$ cat config.mk
export PLATFORM = sky130hd
export DESIGN_NAME = pin_pattern_engine
export DESIGN_NICKNAME = d
export VERILOG_FILES = /design/src/rtl/pe_pkg.sv /design/src/rtl/pe_pin_sync.sv /design/src/rtl/pe_slice.sv /design/src/rtl/pe_term_chain.sv /design/src/rtl/pin_pattern_engine.sv
export SDC_FILE = /design/constraint.sdc
export NUM_CORES = 1
export LEC_CHECK = 0
export BUFFER_PORTS_ARGS = -buffer_cell sky130_fd_sc_hd__buf_2
export CORE_AREA = 2 2 130 132
export CTS_BUF_LIST = sky130_fd_sc_hd__clkbuf_8 sky130_fd_sc_hd__clkbuf_16
export DETAILED_ROUTE_END_ITERATION = 6
export DIE_AREA = 0 0 132 134
export GPL_TIMING_DRIVEN = 0
export MAX_ROUTING_LAYER = met4
export PLACE_DENSITY_LB_ADDON = 0.05
export SYNTH_ARGS = -nofsm -noshare
export SYNTH_HDL_FRONTEND = slang
export SYNTH_SLANG_ARGS = --single-unit
$ cat constraint.sdc
create_clock -name clk -period 6.15 [get_ports clk]
set_clock_uncertainty 0.05 [all_clocks]
set_input_delay 0.9225 -clock clk [delete_from_list [all_inputs] [get_ports clk]]
set_output_delay 0.9225 -clock clk [all_outputs]
set_load 0.1 [all_outputs]
$ cat src/rtl/pe_pkg.sv
package pe_pkg;
   typedef enum logic [2:0] {
      COND_ONE      = 3'd0,
      COND_RISE_STK = 3'd1,
      COND_FALL_STK = 3'd2,
      COND_ANY_STK  = 3'd3,
      COND_HIGH     = 3'd4,
      COND_LOW      = 3'd5,
      COND_ZERO     = 3'd6,
      COND_EVENT    = 3'd7
   } cond_e;

   localparam int COND_W = 3;
endpackage

$ cat src/rtl/pe_pin_sync.sv
// Synchroniser chain per pin plus edge extraction against the previous synchronised value.
module pe_pin_sync #(
   parameter int NUM_PINS    = 8,
   parameter int SYNC_STAGES = 2
) (
   input  logic                clk,
   input  logic                rst_n,
   input  logic [NUM_PINS-1:0] pins_i,
   output logic [NUM_PINS-1:0] level_o,
   output logic [NUM_PINS-1:0] rise_o,
   output logic [NUM_PINS-1:0] fall_o
);
   if (SYNC_STAGES < 2) begin : g_bad_stages
      $error("pe_pin_sync: SYNC_STAGES must be at least 2");
   end

   logic [NUM_PINS-1:0] stage_q [SYNC_STAGES];
   logic [NUM_PINS-1:0] prev_q;

   always_ff @(posedge clk or negedge rst_n) begin
      if (!rst_n) begin
         for (int s = 0; s < SYNC_STAGES; s++) stage_q[s] <= '0;
         prev_q <= '0;
      end else begin
         stage_q[0] <= pins_i;
         for (int s = 1; s < SYNC_STAGES; s++) stage_q[s] <= stage_q[s-1];
         prev_q <= stage_q[SYNC_STAGES-1];
      end
   end

   for (genvar p = 0; p < NUM_PINS; p++) begin : g_edge
      assign level_o[p] = stage_q[SYNC_STAGES-1][p];
      assign rise_o[p]  = stage_q[SYNC_STAGES-1][p] & ~prev_q[p];
      assign fall_o[p]  = ~stage_q[SYNC_STAGES-1][p] & prev_q[p];
   end
endmodule

$ cat src/rtl/pe_slice.sv
// One slice: pin selection, sticky history and condition evaluation.
module pe_slice
   import pe_pkg::*;
#(
   parameter int NUM_PINS = 8,
   parameter int SEL_W    = $clog2(NUM_PINS)
) (
   input  logic                clk,
   input  logic                rst_n,
   input  logic                clear_i,
   input  cond_e               cond_i,
   input  logic [SEL_W-1:0]    sel_i,
   input  logic [NUM_PINS-1:0] level_i,
   input  logic [NUM_PINS-1:0] rise_i,
   input  logic [NUM_PINS-1:0] fall_i,
   output logic                hit_o,
   output logic                sticky_o
);
   logic lvl, rise_m, fall_m, stk_set, sticky_q;

   assign lvl    = level_i[sel_i];
   assign rise_m = rise_i[sel_i] & ~clear_i;
   assign fall_m = fall_i[sel_i] & ~clear_i;

   always_comb begin
      case (cond_i)
         COND_RISE_STK: stk_set = rise_m;
         COND_FALL_STK: stk_set = fall_m;
         COND_ANY_STK:  stk_set = rise_m | fall_m;
         default:       stk_set = 1'b0;
      endcase
   end

   always_ff @(posedge clk or negedge rst_n) begin
      if (!rst_n)       sticky_q <= 1'b0;
      else if (clear_i) sticky_q <= 1'b0;
      else if (stk_set) sticky_q <= 1'b1;
   end

   always_comb begin
      case (cond_i)
         COND_ONE:      hit_o = 1'b1;
         COND_RISE_STK,
         COND_FALL_STK,
         COND_ANY_STK:  hit_o = sticky_q | stk_set;
         COND_HIGH:     hit_o = lvl;
         COND_LOW:      hit_o = ~lvl;
         COND_ZERO:     hit_o = 1'b0;
         COND_EVENT:    hit_o = rise_m | fall_m;
         default:       hit_o = 1'b0;
      endcase
   end

   assign sticky_o = sticky_q;
endmodule

$ cat src/rtl/pe_term_chain.sv
// Groups slice hits into product terms closed by endpoint flags.
module pe_term_chain #(
   parameter int NUM_SLICES = 8
) (
   input  logic [NUM_SLICES-1:0] hit_i,
   input  logic [NUM_SLICES-1:0] endpt_i,
   output logic [NUM_SLICES-1:0] match_o
);
   logic [NUM_SLICES-1:0] run;

   for (genvar n = 0; n < NUM_SLICES; n++) begin : g_chain
      if (n == 0) begin : g_first
         assign run[n] = hit_i[n];
      end else begin : g_next
         assign run[n] = hit_i[n] & (endpt_i[n-1] | run[n-1]);
      end
      assign match_o[n] = endpt_i[n] & run[n];
   end
endmodule

$ cat src/rtl/pin_pattern_engine.sv
module pin_pattern_engine
   import pe_pkg::*;
#(
   parameter int NUM_SLICES  = 8,
   parameter int NUM_PINS    = 8,
   parameter int SYNC_STAGES = 2,
   localparam int SEL_W      = $clog2(NUM_PINS),
   localparam int CFG_W      = NUM_SLICES + COND_W * NUM_SLICES,
   localparam int SRC_W      = SEL_W * NUM_SLICES
) (
   input  logic                  clk,
   input  logic                  rst_n,
   input  logic [NUM_PINS-1:0]   pins_i,
   input  logic                  en_match_i,
   input  logic                  en_event_i,
   input  logic                  cfg_we_i,
   input  logic [CFG_W-1:0]      cfg_wdata_i,
   input  logic                  src_we_i,
   input  logic [SRC_W-1:0]      src_wdata_i,
   output logic [NUM_SLICES-1:0] match_o,
   output logic                  match_any_o
);
   if (NUM_SLICES < 2) begin : g_bad_slices
      $error("pin_pattern_engine: NUM_SLICES must be at least 2");
   end
   if (NUM_PINS < 2 || (1 << SEL_W) != NUM_PINS) begin : g_bad_pins
      $error("pin_pattern_engine: NUM_PINS must be a power of two of at least 2");
   end

   logic [CFG_W-1:0]      cfg_q;
   logic [SRC_W-1:0]      src_q;
   logic                  enabled, clear;
   logic [NUM_PINS-1:0]   level, rise, fall;
   logic [NUM_SLICES-1:0] hit, sticky_vec, endpt, term;
   logic [NUM_SLICES-1:0] match_q;
   logic                  any_q;

   assign enabled = en_match_i | en_event_i;
   assign clear   = cfg_we_i | src_we_i | ~enabled;
   // last slice always closes a term; lower flags come from the word
   assign endpt   = {1'b1, cfg_q[NUM_SLICES-2:0]};

   always_ff @(posedge clk or negedge rst_n) begin
      if (!rst_n) begin
         cfg_q <= '0;
         src_q <= '0;
      end else begin
         if (cfg_we_i) cfg_q <= cfg_wdata_i;
         if (src_we_i) src_q <= src_wdata_i;
      end
   end

   pe_pin_sync #(
      .NUM_PINS    (NUM_PINS),
      .SYNC_STAGES (SYNC_STAGES)
   ) u_sync (
      .clk     (clk),
      .rst_n   (rst_n),
      .pins_i  (pins_i),
      .level_o (level),
      .rise_o  (rise),
      .fall_o  (fall)
   );

   for (genvar n = 0; n < NUM_SLICES; n++) begin : g_slice
      cond_e cond_n;
      assign cond_n = cond_e'(cfg_q[NUM_SLICES + COND_W*n +: COND_W]);

      pe_slice #(
         .NUM_PINS (NUM_PINS),
         .SEL_W    (SEL_W)
      ) u_slice (
         .clk      (clk),
         .rst_n    (rst_n),
         .clear_i  (clear),
         .cond_i   (cond_n),
         .sel_i    (src_q[SEL_W*n +: SEL_W]),
         .level_i  (level),
         .rise_i   (rise),
         .fall_i   (fall),
         .hit_o    (hit[n]),
         .sticky_o (sticky_vec[n])
      );
   end

   pe_term_chain #(
      .NUM_SLICES (NUM_SLICES)
   ) u_terms (
      .hit_i   (hit),
      .endpt_i (endpt),
      .match_o (term)
   );

   always_ff @(posedge clk or negedge rst_n) begin
      if (!rst_n) begin
         match_q <= '0;
         any_q   <= 1'b0;
      end else begin
         match_q <= enabled ? term : '0;
         any_q   <= enabled & (|term);
      end
   end

   assign match_o     = match_q;
   assign match_any_o = any_q;
endmodule

### Word level (Yosys, flattened, before mapping)

Index checks and enable logic that the tools add are counted.

| cells by class | value |
|---|---|
| magnitude comparators | 8 |
| eq/ne operators | 56 |
| muxes and demuxes | 81 |
| bitwise operators | 99 |
| reduce and logical (&&, ||, !) cells | 25 |

Operator list:

| kind | number |
|---|---|
| $eq 3x3->1 const B | 32 |
| $bmux 1 s3 | 24 |
| $eq 3x2->1 const B | 16 |
| $pmux 1 s6 | 8 |
| $and 1x1->1 | 47 |
| $mux 1 | 40 |
| $lt 3x4->1 const B | 8 |
| $not 1->1 | 26 |
| $or 1x1->1 | 26 |
| $eq 3x1->1 const B | 8 |
| $logic_not 3->1 | 8 |
| $pmux 1 s3 | 8 |
| $reduce_or 3->1 | 8 |
| $reduce_bool 2->1 | 8 |
| $mux 8 | 1 |
| $reduce_or 8->1 | 1 |

| word-level totals | value |
|---|---|
| bits in registers | 97 |
| bits of input ports | 70 |
| output and inout port bits | 9 |
| logic and storage cells | 284 |

### Depth between registers and ports, before layout

| logic depth | value |
|---|---|
| depth in word-level cells | 25 |
| depth in mapped cells | 11 |
| mapped depth without buffers | 10 |

### Hierarchy

From an unflattened synthesis, not the netlist that was laid out.

| unflattened totals | value |
|---|---|
| cells, all modules | 513 |
| area total of the unflattened synthesis | 6,130.9 um2 |

By module, submodules not included:

| module | instances | cells an instance | area each (um2) | seq. area each (um2) |
|---|---|---|---|---|
| pe_slice | 8 | 38 | 337.8 | 25.0 |
| pin_pattern_engine | 1 | 139 | 2,467.4 | 1,601.5 |
| pe_pin_sync | 1 | 48 | 800.8 | 600.6 |
| pe_term_chain | 1 | 22 | 160.2 | 0.0 |

### Worst setup path after synthesis

Ideal clock, no wire load.

| timing path | value |
|---|---|
| path kind | input-to-reg |
| start | in en_event_i |
| end | reg any_q, in the netlist match_any_o |
| setup time | 0.126 ns |
| data arrival time | 3.003 ns |
| required time | 5.974 ns |
| path slack | 2.970 ns |
| stages | 11 |
| buffers on the path | 1 |
| cells stage by stage | or2_2 -> clkbuf_1 -> nand3_1 -> nor3b_1 -> a41oi_1 -> a31oi_1 -> a2111oi_2 -> nor3_2 -> and3_4 -> a21o_1 -> a311o_1 |

| between the ends | value |
|---|---|
| word-level cells in the longest chain between the ends | 25 |
| elaborated cells on any way between the ends | 75 |
| classes of those cells | mux (16); bitwise (58); reduce/logical (1) |

Ends and longest elaborated chain:

| what | RTL line | RTL |
|---|---|---|
| from (decl) | pin_pattern_engine.sv:15 | `input logic en_event_i,` |
| $or 1x1->1 (*) | pin_pattern_engine.sv:38 | `assign enabled = en_match_i \| en_event_i;` |
| $not 1->1 | pin_pattern_engine.sv:39 | `assign clear = cfg_we_i \| src_we_i \| ~enabled;` |
| $or 1x1->1 | pin_pattern_engine.sv:39 |  |
| $not 1->1 | pe_slice.sv:22, pe_slice.sv:23 |  |
| $and 1x1->1, on equally long branches | pe_slice.sv:22, pe_slice.sv:23 |  |
| $or 1x1->1 | pe_slice.sv:29, pe_slice.sv:49 |  |
| $pmux 1 s3 | pe_slice.sv:26 | `case (cond_i)` |
| $or 1x1->1 | pe_slice.sv:45 | `COND_ANY_STK: hit_o = sticky_q \| stk_set;` |
| [9 not listed] | -- |  |
| $or 1x1->1 | pe_term_chain.sv:15 | `assign run[n] = hit_i[n] & (endpt_i[n-1] \| run[n-1]);` |
| $and 1x1->1 | pe_term_chain.sv:15 |  |
| $or 1x1->1 | pe_term_chain.sv:15 |  |
| $and 1x1->1 | pe_term_chain.sv:15 |  |
| $or 1x1->1 | pe_term_chain.sv:15 |  |
| $and 1x1->1 | pe_term_chain.sv:15 |  |
| $reduce_or 8->1 | pin_pattern_engine.sv:100 | `any_q <= enabled & (\|term);` |
| $and 1x1->1 (*) | pin_pattern_engine.sv:100 |  |
| to (signal assigned) | pin_pattern_engine.sv:100 |  |
| to (decl) | pin_pattern_engine.sv:36 | `logic any_q;` |

Mark *: on every way between the ends. The rest lies on a longest branch, timed or not.
A chain may end at the register's enable or synchronous reset.

### Worst setup path in the final report

| timing path | value |
|---|---|
| start | in src_we_i |
| end | reg any_q, in the netlist match_any_o |

| between the ends | value |
|---|---|
| word-level cells in the longest chain between the ends | 24 |
| elaborated cells on any way between the ends | 74 |
| classes of those cells | mux (16); bitwise (57); reduce/logical (1) |

Ends and longest elaborated chain:

| what | RTL line | RTL |
|---|---|---|
| from (decl) | pin_pattern_engine.sv:18 | `input logic src_we_i,` |
| $or 1x1->1 (*) (2 in series) | pin_pattern_engine.sv:39 |  |
| $not 1->1 (*) | pe_slice.sv:22, pe_slice.sv:23 |  |
| $and 1x1->1, on equally long branches | pe_slice.sv:22, pe_slice.sv:23 |  |
| $or 1x1->1 | pe_slice.sv:29, pe_slice.sv:49 |  |
| $pmux 1 s3 | pe_slice.sv:26 |  |
| $or 1x1->1 | pe_slice.sv:45 |  |
| $pmux 1 s6 | pe_slice.sv:41 | `case (cond_i)` |
| $or 1x1->1 | pe_term_chain.sv:15 |  |
| [7 not listed] | -- |  |
| $or 1x1->1 | pe_term_chain.sv:15 |  |
| $and 1x1->1 | pe_term_chain.sv:15 |  |
| $or 1x1->1 | pe_term_chain.sv:15 |  |
| $and 1x1->1 | pe_term_chain.sv:15 |  |
| $or 1x1->1 | pe_term_chain.sv:15 |  |
| $and 1x1->1 | pe_term_chain.sv:15 |  |
| $reduce_or 8->1 (*) | pin_pattern_engine.sv:100 |  |
| $and 1x1->1 (*) | pin_pattern_engine.sv:100 |  |

Marked as above.

==> results.json <==
{
  "io_pins": 79,
  "worst-r2r-setup-slack_ns": 2.63,
  "startpoint": "src_we_i",
  "ys.flop_type": "dfrtp_1",
  "ys_ff_latch": 96,
  "end_kind": "register",
  "syn_avg_cell_area_sq_um": 12.8,
  "cp_max_fo": 8,
  "initial_core_util_pct": 34.6,
  "dr.pass1.iters": 4,
  "cts_hold_buf": 0,
  "pre_cts_slack_ns": 2.21,
  "power.share.clock_pct": 33.4,
  "rr_endpoint": "match_any_o$_DFF_PN0_",
  "power_density_mw_per_mm2": 266,
  "clockBufferDepth": 2,
  "clock-sinks": 96,
  "switching_share_pct": 30.3,
  "wire_per_inst_um": 20.3,
  "cts_tree": "yes",
  "hpwl_mm": 10.9,
  "holdCritStartpoint": "u_sync.stage_q[9]$_DFF_PN0_",
  "worst_pin_slew_ns": 0.792,
  "maxCapViolCount": 0,
  "avgViaCountPerCell": 5.46,
  "slowest_stage": "clkbuf_1",
  "fp.dieArea_sq_mm": 0.0177,
  "nets": 597,
  "outcome": "finished clean",
  "worstSetupPathType": "in -> reg",
  "antenna_found_initial": 0,
  "yosys.area.top_type": "dfrtp_1",
  "seq_area_frac_synth_pct": 42.6,
  "area_growth_pct": 17.5,
  "synth_nets": 509,
  "cp.depth": 11,
  "p_int_mw": 1.23,
  "drive_gt1_share_pct": 38.6,
  "cts_resized": 0,
  "grt_max_degree": 55,
  "overflow": 0,
  "wl_mm": 15.3,
  "crit_path_max_incr_delay_ns": 0.50,
  "die_y_um": 134,
  "cts_max_level": 3,
  "synth_edf_count": 0,
  "min_period_ns": 3.52,
  "finalCritPeriodShare_pct": 57.2,
  "power_mw": 1.77,
  "clk_latency_ns": 0.35,
  "dr.first_iter.drc_count": 232,
  "seqPwrFrac_pct": 41.4,
  "worstPathRequired_ns": 6.34,
  "netlist_area_sq_mm": 0.00564,
  "pwr-share-comb_pct": 25.2,
  "finalSetupTns_ns": 0,
  "worstPathArrival_ns": 3.71,
  "clockRootBuffer": "clkbuf_16",
  "crit_family": "compound AO/OA/AOI/OAI gates",
  "core-area_sq_mm": 0.0163,
  "yosysWarnings": 0,
  "rsz0062_at_grt": "no",
  "setup_ws_ns": 2.63,
  "hold_viol": 0,
  "synthCells": 439,
  "rows": 47,
  "num_vias": 4100,
  "setup_violations": 0,
  "min_path_type": "reg -> reg",
  "r2r_cells": 10,
  "synth_area_leaders": "dfrtp_1 43%, mux4_2 15%, mux2_2 10%",
  "worstPathCellList": "clkbuf_1 > nor2_1 > nand2_1 > nor3_1 > a21oi_1 > a31oi_1 > a21oi_1 > nor3_1 > o41ai_1 > nand2_1 > a311o_1",
  "ir_drop_mv": 0.130,
  "critPathLaunchType": "input pin",
  "endpoint": "match_any_o$_DFF_PN0_",
  "max_slew_margin_pct": 46.9,
  "cts_made_buffers": 9,
  "post-cts-setup-buffers": 0,
  "dieWidth_um": 132,
  "grt_pass1_wl_mm": 23.9,
  "p_sw_uw": 535,
  "worst-path-buf-inv": 1,
  "max_freq_mhz": 284,
  "route.detailed.drc": 0,
  "gp_congestion": 0.834,
  "grt_pass1_vias": 4156,
  "timing.rr.start": "u_sync.level_o[7]$_DFF_PN0_",
  "num-fill-cells": 1607,
  "async_flop_share_pct": 100,
  "globalRouteTotalUtil_pct": 18.6,
  "antenna_left": 0,
  "synth_top_area_share_pct": 42.6,
  "ys_types": 61,
  "power.leakage_nw": 2.73,
  "diodes": 0,
  "port-buffer-count": 76,
  "slew_viol_final": 0,
  "path_clk_slew_ns": 0.07
}
## cell usage after synthesis (2+ instances only)
cell type   n
buf_2       6
and3_1      2
inv_1       7
mux2i_1    18
o2111ai_1   4
xnor2_1     6
nand2b_1   17
o21bai_1    2
mux4_1     12
o21ai_0     9
o211ai_1    2
or2_2       3
buf_6       5
a311oi_2    2
mux2_2     52
nand2_1    17
mux4_2     37
clkbuf_1   18
a22oi_1     4
nor2_1     44
nor3_2      2
o21a_1      4
xor2_1      2
a21oi_1     9
nor3_1      8
dfrtp_1    96
buf_1       3
nor3b_1     2
nand3_1     5
nand4_1     3
o221ai_1    3
o22ai_1     6
## power groups by stage
stage	clock network [mW]	logic [mW]	registers, mW
after floorplan	0	0.275	0.784
after global placement	0	0.439	0.740
after detailed placement	0	0.447	0.743
after CTS	0.610	0.449	0.731
after global routing	0.637	0.480	0.739
final	0.590	0.445	0.731
## per-layer routing
layer	track usage (%)	wire length [um]	vias up	part of all wire, %
met1	23.8	6820	2104	45
met2	29.6	7380	126	48
met5	-	0	-	0
li1	-	-	1855	-
met4	7.61	311	0	2.0
met3	2.91	742	15	4.9
## worst min-delay path by stage
stage	endpoint	slack, ns	cells after the start
floorplan	u_sync.level_o[0]$_DFF_PN0_	0.28	0
global placement	u_sync.level_o[3]$_DFF_PN0_	0.28	0
detailed placement	u_sync.level_o[1]$_DFF_PN0_	0.28	0
CTS	u_sync.level_o[1]$_DFF_PN0_	0.30	0
global route	u_sync.level_o[7]$_DFF_PN0_	0.30	0
finish	u_sync.level_o[1]$_DFF_PN0_	0.30	0
## layout make-up
type / count / area [sq um] / share of cell area (%)
sequential: 96 / 2400 / 36.2
buffer: 33 / 173 / 2.60
inverter: 7 / 26.3 / 0.396
multi-input combinational: 303 / 3040 / 45.8
tap: 220 / 275 / 4.15
clock inverter: 6 / 77.6 / 1.17
timing repair buffer: 77 / 410 / 6.19
clock buffer: 9 / 225 / 3.40
## state kept, by name, indices dropped and copies added, names as in the netlist
name	flops
cfg_q	31
g_slice.u_slice.sticky_o	8
match_any_o	1
match_o	8
src_q	24
u_sync.level_o	8
u_sync.prev_q	8
u_sync.stage_q	8
## metrics by stage
step                area (sq um)  util (%)  hold slack (ns)  instances
floorplan                   5640         -            0.281        439
global route                6630      40.7            0.304        751
CTS                         6630      40.7            0.299        751
detailed placement          6330      38.8            0.285        736
finish                      6630      40.7            0.298        751
global placement            6300      38.7            0.282        735
## cell usage in the layout, fill, tap and decap left out, types with 4 or more instances in the layout
cell type,n
nand3_1,5
dfrtp_1,96
o21a_1,4
mux2i_1,18
o22ai_1,6
mux4_2,37
mux4_1,12
buf_2,81
nand2_1,17
clkbuf_16,9
nand2b_1,17
mux2_2,52
o21ai_0,9
clkbuf_1,18
buf_6,5
nor3_1,8
nor2_1,44
o2111ai_1,4
a21oi_1,9
a22oi_1,4
inv_1,9
xnor2_1,6
## cells by family (layout without fill, tap and decap cells)
kind of cell / Yosys count / after routing / share of synthesized area, %
xor gates and xnor gates: 8 / 8 / 1.24
muxes: 120 / 120 / 34.1
DFF: 96 / 96 / 42.6
buffers and inverters: 40 / 132 / 3.53
AOI/OAI and AO/OA: 63 / 63 / 8.41
and+or+nand+nor: 112 / 112 / 10.1
No activity file was read; power rests on OpenSTA's default activity.
